$ cat src/rtl/adc_fmt_pkg.sv
package adc_fmt_pkg;

   // Resolution code seen at the res_sel port; the numeric value is the
   // number of 2-bit steps below the full raw width.
   typedef enum logic [1:0] {
      RES_FULL  = 2'd0,
      RES_M2    = 2'd1,
      RES_M4    = 2'd2,
      RES_NARROW = 2'd3
   } res_e;

   // Width of the byte lane used by the narrowest resolution.
   localparam int unsigned LANE_W = 8;

   function automatic int unsigned res_bits(input int unsigned raw_w, input logic [1:0] code);
      return raw_w - 2 * int'(code);
   endfunction

endpackage

$ cat src/rtl/adc_fmt_offset_bank.sv
module adc_fmt_offset_bank #(
   parameter int unsigned NUM_SLOTS = 4,
   parameter int unsigned RAW_W     = 12,
   localparam int unsigned SLOT_W   = (NUM_SLOTS > 1) ? $clog2(NUM_SLOTS) : 1
) (
   input  logic              clk,
   input  logic              rst_n,
   input  logic              wr_en,
   input  logic [SLOT_W-1:0] wr_slot,
   input  logic [RAW_W-1:0]  wr_val,
   input  logic [SLOT_W-1:0] rd_slot,
   output logic [RAW_W-1:0]  rd_val
);

   logic [RAW_W-1:0] ofs_q [NUM_SLOTS];

   for (genvar k = 0; k < NUM_SLOTS; k++) begin : g_slot
      always_ff @(posedge clk) begin
         if (!rst_n) begin
            ofs_q[k] <= '0;
         end else if (wr_en && (wr_slot == SLOT_W'(k))) begin
            ofs_q[k] <= wr_val;
         end
      end
   end

   always_comb begin
      rd_val = '0;
      for (int k = 0; k < NUM_SLOTS; k++) begin
         if (rd_slot == SLOT_W'(k)) rd_val = ofs_q[k];
      end
   end

endmodule

$ cat src/rtl/adc_fmt_offset_sub.sv
module adc_fmt_offset_sub #(
   parameter int unsigned RAW_W = 12
) (
   input  logic [RAW_W-1:0] raw,
   input  logic [RAW_W-1:0] ofs,
   input  logic [1:0]       res_sel,
   output logic [RAW_W-1:0] raw_masked,
   output logic [RAW_W:0]   val
);

   localparam int unsigned DW = RAW_W + 2;

   logic [RAW_W-1:0]     mask;
   logic signed [DW-1:0] diff;
   logic signed [DW-1:0] hi_lim;
   logic signed [DW-1:0] lo_lim;
   logic signed [DW-1:0] clamped;

   // Codes narrower than the raw field keep their data in the LSBs.
   assign mask       = {RAW_W{1'b1}} >> (2 * res_sel);
   assign raw_masked = raw & mask;

   assign diff   = $signed({2'b00, raw_masked}) - $signed({2'b00, ofs});
   assign hi_lim = $signed({2'b00, mask});
   assign lo_lim = -hi_lim - DW'(1);

   always_comb begin
      if (diff > hi_lim)      clamped = hi_lim;
      else if (diff < lo_lim) clamped = lo_lim;
      else                    clamped = diff;
   end

   assign val = clamped[RAW_W:0];

endmodule

$ cat src/rtl/adc_fmt_align.sv
module adc_fmt_align #(
   parameter int unsigned RAW_W     = 12,
   parameter int unsigned OUT_W     = 16,
   parameter int unsigned LANE_W    = 8,
   parameter bit          SIGNED_IN = 1'b0
) (
   input  logic [RAW_W:0]   val,
   input  logic [1:0]       res_sel,
   input  logic             left,
   output logic [OUT_W-1:0] word
);

   localparam int unsigned SH_W = $clog2(OUT_W + 1);
   localparam int unsigned ADJ  = SIGNED_IN ? 1 : 0;
   localparam int unsigned EXT  = OUT_W - RAW_W - 1;

   logic [OUT_W-1:0] ext;
   logic [SH_W-1:0]  sh_left;
   logic [SH_W-1:0]  sh;

   if (SIGNED_IN) begin : g_sext
      assign ext = {{EXT{val[RAW_W]}}, val};
   end else begin : g_zext
      assign ext = {{EXT{1'b0}}, val};
   end

   // Word lane for all codes but the narrowest, which uses the byte lane.
   always_comb begin
      case (res_sel)
         2'd0:    sh_left = SH_W'(OUT_W  - RAW_W       - ADJ);
         2'd1:    sh_left = SH_W'(OUT_W  - (RAW_W - 2) - ADJ);
         2'd2:    sh_left = SH_W'(OUT_W  - (RAW_W - 4) - ADJ);
         default: sh_left = SH_W'(LANE_W - (RAW_W - 6) - ADJ);
      endcase
   end

   assign sh   = left ? sh_left : '0;
   assign word = ext << sh;

endmodule

$ cat src/rtl/adc_fmt_datapath.sv
module adc_fmt_datapath #(
   parameter int unsigned NUM_SLOTS = 4,
   parameter int unsigned RAW_W     = 12,
   parameter int unsigned OUT_W     = 16,
   localparam int unsigned SLOT_W   = (NUM_SLOTS > 1) ? $clog2(NUM_SLOTS) : 1
) (
   input  logic                     clk,
   input  logic                     rst_n,
   input  logic                     align_left,
   input  logic [1:0]               res_sel,
   input  logic                     dma_en,
   input  logic                     ord_valid,
   input  logic [RAW_W-1:0]         ord_raw,
   input  logic                     pre_valid,
   input  logic [SLOT_W-1:0]        pre_slot,
   input  logic [RAW_W-1:0]         pre_raw,
   input  logic                     ofs_wr,
   input  logic [SLOT_W-1:0]        ofs_slot,
   input  logic [RAW_W-1:0]         ofs_val,
   output logic [OUT_W-1:0]         ord_data,
   output logic [NUM_SLOTS*OUT_W-1:0] pre_data,
   output logic                     dma_req
);

   import adc_fmt_pkg::*;

   if (NUM_SLOTS < 1) begin : g_bad_slots
      $error("NUM_SLOTS must be at least 1");
   end
   if (RAW_W < 8) begin : g_bad_raw
      $error("RAW_W must leave room for four resolutions");
   end
   if (OUT_W < RAW_W + 2) begin : g_bad_out
      $error("OUT_W must hold a signed result plus one left shift");
   end
   if (LANE_W < RAW_W - 6 + 2) begin : g_bad_lane
      $error("byte lane too narrow for the smallest resolution");
   end

   logic [RAW_W-1:0] cur_ofs;
   logic [RAW_W-1:0] pre_masked;
   logic [RAW_W-1:0] ord_masked;
   logic [RAW_W:0]   pre_val;
   logic [OUT_W-1:0] pre_word;
   logic [OUT_W-1:0] ord_word;
   logic [OUT_W-1:0] pre_q [NUM_SLOTS];

   adc_fmt_offset_bank #(
      .NUM_SLOTS(NUM_SLOTS),
      .RAW_W    (RAW_W)
   ) u_ofs (
      .clk    (clk),
      .rst_n  (rst_n),
      .wr_en  (ofs_wr),
      .wr_slot(ofs_slot),
      .wr_val (ofs_val),
      .rd_slot(pre_slot),
      .rd_val (cur_ofs)
   );

   adc_fmt_offset_sub #(.RAW_W(RAW_W)) u_sub (
      .raw       (pre_raw),
      .ofs       (cur_ofs),
      .res_sel   (res_sel),
      .raw_masked(pre_masked),
      .val       (pre_val)
   );

   adc_fmt_align #(
      .RAW_W    (RAW_W),
      .OUT_W    (OUT_W),
      .LANE_W   (LANE_W),
      .SIGNED_IN(1'b1)
   ) u_pre_align (
      .val    (pre_val),
      .res_sel(res_sel),
      .left   (align_left),
      .word   (pre_word)
   );

   assign ord_masked = ord_raw & ({RAW_W{1'b1}} >> (2 * res_sel));

   adc_fmt_align #(
      .RAW_W    (RAW_W),
      .OUT_W    (OUT_W),
      .LANE_W   (LANE_W),
      .SIGNED_IN(1'b0)
   ) u_ord_align (
      .val    ({1'b0, ord_masked}),
      .res_sel(res_sel),
      .left   (align_left),
      .word   (ord_word)
   );

   always_ff @(posedge clk) begin
      if (!rst_n) begin
         ord_data <= '0;
         dma_req  <= 1'b0;
      end else begin
         if (ord_valid) ord_data <= ord_word;
         dma_req <= ord_valid & dma_en;
      end
   end

   for (genvar k = 0; k < NUM_SLOTS; k++) begin : g_pre
      always_ff @(posedge clk) begin
         if (!rst_n) begin
            pre_q[k] <= '0;
         end else if (pre_valid && (pre_slot == SLOT_W'(k))) begin
            pre_q[k] <= pre_word;
         end
      end
      assign pre_data[k*OUT_W +: OUT_W] = pre_q[k];
   end

   // Masked priority code is not needed beyond the subtractor.
   logic unused_ok;
   assign unused_ok = ^pre_masked;

endmodule

$ cat config.mk
export PLATFORM = sky130hd
export DESIGN_NAME = adc_fmt_datapath
export DESIGN_NICKNAME = d
export VERILOG_FILES = /design/src/rtl/adc_fmt_pkg.sv /design/src/rtl/adc_fmt_offset_bank.sv /design/src/rtl/adc_fmt_offset_sub.sv /design/src/rtl/adc_fmt_align.sv /design/src/rtl/adc_fmt_datapath.sv
export SDC_FILE = /design/constraint.sdc
export NUM_CORES = 1
export LEC_CHECK = 0
export BUFFER_PORTS_ARGS = -buffer_cell sky130_fd_sc_hd__buf_2
export CAP_MARGIN = 10
export CORE_ASPECT_RATIO = 0.9
export CORE_UTILIZATION = 50
export CTS_BUF_LIST = sky130_fd_sc_hd__clkbuf_4
export DETAILED_ROUTE_END_ITERATION = 8
export PLACE_DENSITY = 0.72
export SYNTH_ARGS = -nofsm -noshare
export SYNTH_HDL_FRONTEND = slang
export SYNTH_HIERARCHICAL = 1
export SYNTH_SLANG_ARGS = --single-unit
export TNS_END_PERCENT = 1
$ cat constraint.sdc
create_clock -name clk -period 5.9 [get_ports clk]
set_clock_uncertainty 0.05 [all_clocks]
set_input_delay 0.295 -clock clk [delete_from_list [all_inputs] [get_ports clk]]
set_output_delay 0.295 -clock clk [all_outputs]
set_load 0.005 [all_outputs]
* Word level (Yosys, flattened, before mapping)
Memories as Yosys holds them, arrays and structs flattened.
Cells that the tools add are included.
** Word-level totals
- Flip-flop bits (word level) :: 17
- Bits in writable memories :: 112
- Input bits :: 49
- Output and inout port bits :: 81
- Word-level logic and storage cells :: 85
- Memories kept :: 2
** Memory list
- pre_q :: words 4, width 16, read ports 4, clocked after memory_dff 0, write ports 4, RTL line adc_fmt_datapath.sv:46 : logic [OUT_W-1:0] pre_q [NUM_SLOTS];
- u_ofs.ofs_q :: words 4, width 12, read ports 4, clocked after memory_dff 0, write ports 4, RTL line adc_fmt_offset_bank.sv:15 : logic [RAW_W-1:0] ofs_q [NUM_SLOTS];
** Cells by class
- $add $sub $neg :: 3
- Order comparisons :: 2
- Eq/ne operators :: 8
- Shifts and indexed selects :: 3
- Mux-type cells :: 43
- Bitwise gates (word level) :: 11
- Reduce and logical (&&, ||, !) cells :: 11
** Operators by type and width (count)
- 12-bit 2-to-1 mux :: 8
- 16-bit 2-to-1 mux :: 4
- 13-bit 2-to-1 mux :: 2
- 1-bit 2-to-1 mux :: 25
- 12-bit AND :: 2
- 12-bit by 5-bit << shifter with 16-bit output :: 1
- 16-bit by 5-bit << shifter with 16-bit output :: 1
- 13-bit by 14-bit < comparator with 1-bit output :: 1
- 12-bit negator with 14-bit output :: 1
- 14-bit by 2-bit subtractor with 14-bit output, second input constant :: 1
- 13-bit > comparator :: 1
- 12-bit by 12-bit subtractor with 13-bit output :: 1
- 4-bit one-hot mux with 3 select lines :: 1
- 12-bit by 3-bit >> shifter with 12-bit output, first input constant :: 1
- 2-bit equality test, second input constant :: 5
- 3-bit one-hot mux with 3 select lines :: 1
- 1-bit logical AND :: 8
- 1-bit bitwise OR :: 8
- 2-bit by 1-bit equality test with 1-bit output, second input constant :: 3
- 2-bit zero test :: 3
- 4-bit 2-to-1 mux :: 1
- 3-bit 2-to-1 mux :: 1
- 1-bit AND :: 1

* Longest topological paths before layout
- Depth after elaboration :: 11
- Mapped depth :: 27
- Depth with buffers taken out :: 26

* Cells and area by module
The synthesis kept the hierarchy.
** By module, submodules not included
- adc_fmt_datapath :: times used 1, cells an instance 204, area each 3154.3 um^2, seq. area each 2262.2 um^2
- adc_fmt_offset_bank :: times used 1, cells an instance 125, area each 2130.8 um^2, seq. area each 1441.4 um^2
- adc_fmt_offset_sub :: times used 1, cells an instance 180, area each 1253.7 um^2, seq. area each 0.0 um^2
- adc_fmt_align at u_pre_align :: times used 1, cells an instance 79, area each 538.0 um^2, seq. area each 0.0 um^2
- adc_fmt_align at u_ord_align :: times used 1, cells an instance 65, area each 461.7 um^2, seq. area each 0.0 um^2

* Worst setup path after synthesis
Ideal clock, no wire load.
- Kind :: input port to flip-flop
- Start :: input pre_slot[0]
- End :: memory pre_q[2][14], data pin
- Library setup time :: 129 ps
- Data arrival time :: 4791 ps
- Data required time :: 5721 ps
- Path slack :: 930 ps
- Stages on the path :: 24
- Path buffers :: 2
- Path through :: buf_6 -> mux4_2 -> inv_1 -> ha_1 -> nor2_1 -> a21o_1 -> a211o_1 -> o211ai_1 -> xor2_1 -> ha_1 -> o21ai_0 -> nand2b_1 -> a21oi_1 -> nor2b_1 -> o21ai_0 -> a211o_1 -> ha_1 -> clkbuf_1 -> or3b_2 -> a41oi_1 -> mux2i_1 -> nor4b_1 -> a31oi_1 -> and2_2
** RTL lines
- start: declaration :: RTL line adc_fmt_datapath.sv:15 : input logic [SLOT_W-1:0] pre_slot,
- end: declaration :: RTL line adc_fmt_datapath.sv:46

==> results by group <==
CTS
  – Post-cts sizing count: 0
  – Clock Pin Slew Worst Setup and Hold Paths: about 0.14 ns
  – Clk buf depth: 2
  – Hold-fix buffers, CTS: 12
  – CTS buffer count: 17
  – Clock latency on the worst-skew pair: 0.54 ns
  – Sink Count: roughly 130
  – Root Buffer: clkbuf_4
  – CTS tree: built
  – Post-CTS Setup Repair Bufs: 0
  – H-tree depth: 4

Global route
  – Grt ovf: 0
  – Vias in the first global route: around 5400
  – First-pass GRT wire length: between 20000 and 30000 um
  – Pin count of the biggest net entering global routing: a little under 50
  – Initial antenna violation count: 0
  – GRT Total Usage: 0.235

Timing
  – Final Setup Violations: 0
  – Max Transition Viols Final: 0
  – Period utilization: 0.928
  – Setup TNS: 0 ns
  – F_max: roughly 180 MHz
  – RSZ-0062 raised after global routing: false
  – Crit path time final: ~5.5 ns
  – Final Hold Slack: between 0.05 and 0.06 ns
  – Least-Margin Pin Slew: 0.798 ns
  – Max-slew headroom: 0.468
  – Final hold violation count: 0

Power
  – Lkg Pwr: 3.74 nW
  – Worst vdd ir: between 0.00015 and 0.0002 V
  – PD cells: 270 nW/um^2

Worst setup path
  – Cell Chain, Critical Path: mux4_1 > ha_1 > nand2b_1 > a21o_1 > a211o_1 > o211ai_1 > xor2_1 > ha_1 > o21ai_0 > nand2b_1 > a21oi_1 > nor2b_1 > o21ai_0 > a211o_1 > ha_1 > buf_4 > or3b_2 > a41oi_1 > nor2_1 > a21oi_1 > a21o_1 > and2_2
  – Worst path slowest cell: mux4_1
  – Critical path class: reg -> reg
  – CP Capture Type: flop
  – Worst Setup SP: u_ofs/ofs_q[1][0]
  – Worst endpoint required time: around 6.3 ns
  – CP startpoint kind: flop
  – Largest stage delay on the critical path: around 0.52 ns
  – Crit path top cell by count: ha_1
  – Critical path fanouts, max: 10
  – Arr. time, crit path: 5.83 ns
  – R2r startpoint: u_ofs/ofs_q[1][0]

Floorplanning
  – Die footprint: roughly 15000 sq um
  – Io pins: 130
  – Initial core utilization: 0.511
  – Die X-Extent: 131 um
  – DIE HEIGHT: ~120 um
  – Core box area: between 10000 and 15000 sq um
  – Row count: 42

Place
  – Post-placement cell count: 958
  – Port-buffer cells: roughly 130
  – Gp weighted congestion: 0.934
  – Final HPWL DP: 12400 um

Logic synthesis
  – Mean Syn Cell Area: between 10 and 15 sq um
  – Yosys warns: 6
  – Post-Syn Instances: 647
  – Mapped Area: 7490 sq um

Route
  – Via count: about 5500
  – DR WL/cell: 17.1 um
  – Routed Antenna Nets: 0
  – DRT iter0 DRCs: 321
  – # DRC: 0
  – DRT Wirelength: 17200 um
  – Via/cell ratio: about 5.5
  – First-pass DRT Iterations: 5

Status
  – Status: finished, final reports clean

Final layout
  – Final Net Count: 870
  – Non-filler instance count after layout: roughly 1000
  – Synth-to-Final Area Change: 15.7%
  – Core Util, Final: 0.591
  – Diode count: 0
  – Layout cells sized above 1: 0.282

Min path
  – Hold path start: ofs_val[2]
  – HP Class: in -> reg

Run
  – MaxCap Viol Count: 0
==> critical path, delay by kind of cell (launching register included) <==
| family | cells | cell delay (ns) |
|---|---|---|
| AO/OA/AOI/OAI | 10 | 2.01 |
| AND/OR/NAND/NOR | 6 | 1.08 |
| adder cells (fa/ha/maj) | 3 | 0.91 |
| multiplexers | 1 | 0.52 |
| flip-flops | 1 | 0.42 |
| buffers and inverters | 1 | 0.20 |
| XOR/XNOR | 1 | 0.17 |
==> flip-flops by register name (all words and copies together), names as in the netlist <==
signal and count:
pre_q 64, u_ofs/ofs_q 48, dma_req 1, ord_data 16
==> cell type report <==
type / count / area [sq um]
multi-input cells: 454 / 3450
well taps: 198 / 248
clock buffers: 17 / 128
flip-flops and latches: 129 / 3700
clock inverters: 15 / 135
fillers: 1230 / 5990
inverters: 33 / 124
repair buffers: 156 / 878
==> layout by cell type, fill, tap and decap left out, types with 8 or more instances in the layout <==
cell / instances
buf_2: 129
edfxtp_1: 112
and2_1: 104
inv_1: 31
a21oi_1: 30
ha_1: 29
nor2b_1: 28
mux2i_1: 28
nand2_1: 26
nor2_1: 24
clkbuf_4: 17
dfxtp_1: 17
o21ai_0: 16
and2_2: 15
buf_4: 15
dlygate4sd3_1: 12
mux4_2: 12
nand2b_1: 10
a21o_1: 8
==> per-layer routing <==
metal	vias to the layer above	GRT usage	wire (um)	part of all wire
met2	192	0.395	8550	0.50
met4	0	0.0740	177	0.010
met3	15	0.0480	1040	0.061
li1	2639	-	-	-
met5	-	0	0	0
met1	2644	0.301	7390	0.43
==> where the power goes <==
| group | switching, mW | internal, mW |
|---|---|---|
| Clock | 0.378 | 0.185 |
| Combinational | 0.421 | 0.295 |
| Sequential | 0.0161 | 1.05 |
| Total | 0.814 | 1.53 |
==> stage by stage <==
step	total power, mW	area [sq um]	setup WS (ns)
detailed placement	1.79	8280	0.0394
global placement	1.77	8280	0.159
finish	2.34	8670	0.426
global route	2.47	8670	0.0282
floorplan	1.57	7500	0.930
CTS	2.35	8670	0.435
==> path summary, 6_finish.rpt <==
| path | to | slack [ns] | cells after the start |
|---|---|---|---|
| min | u_ofs/ofs_q[2][2] | 0.05 | 2 |
| max | pre_q[2][7] | 0.43 | 22 |
| max reg2reg | pre_q[2][7] | 0.43 | 22 |
| min reg2reg | ord_data[5] | 0.48 | 2 |
(Power assumes the default switching activity.)
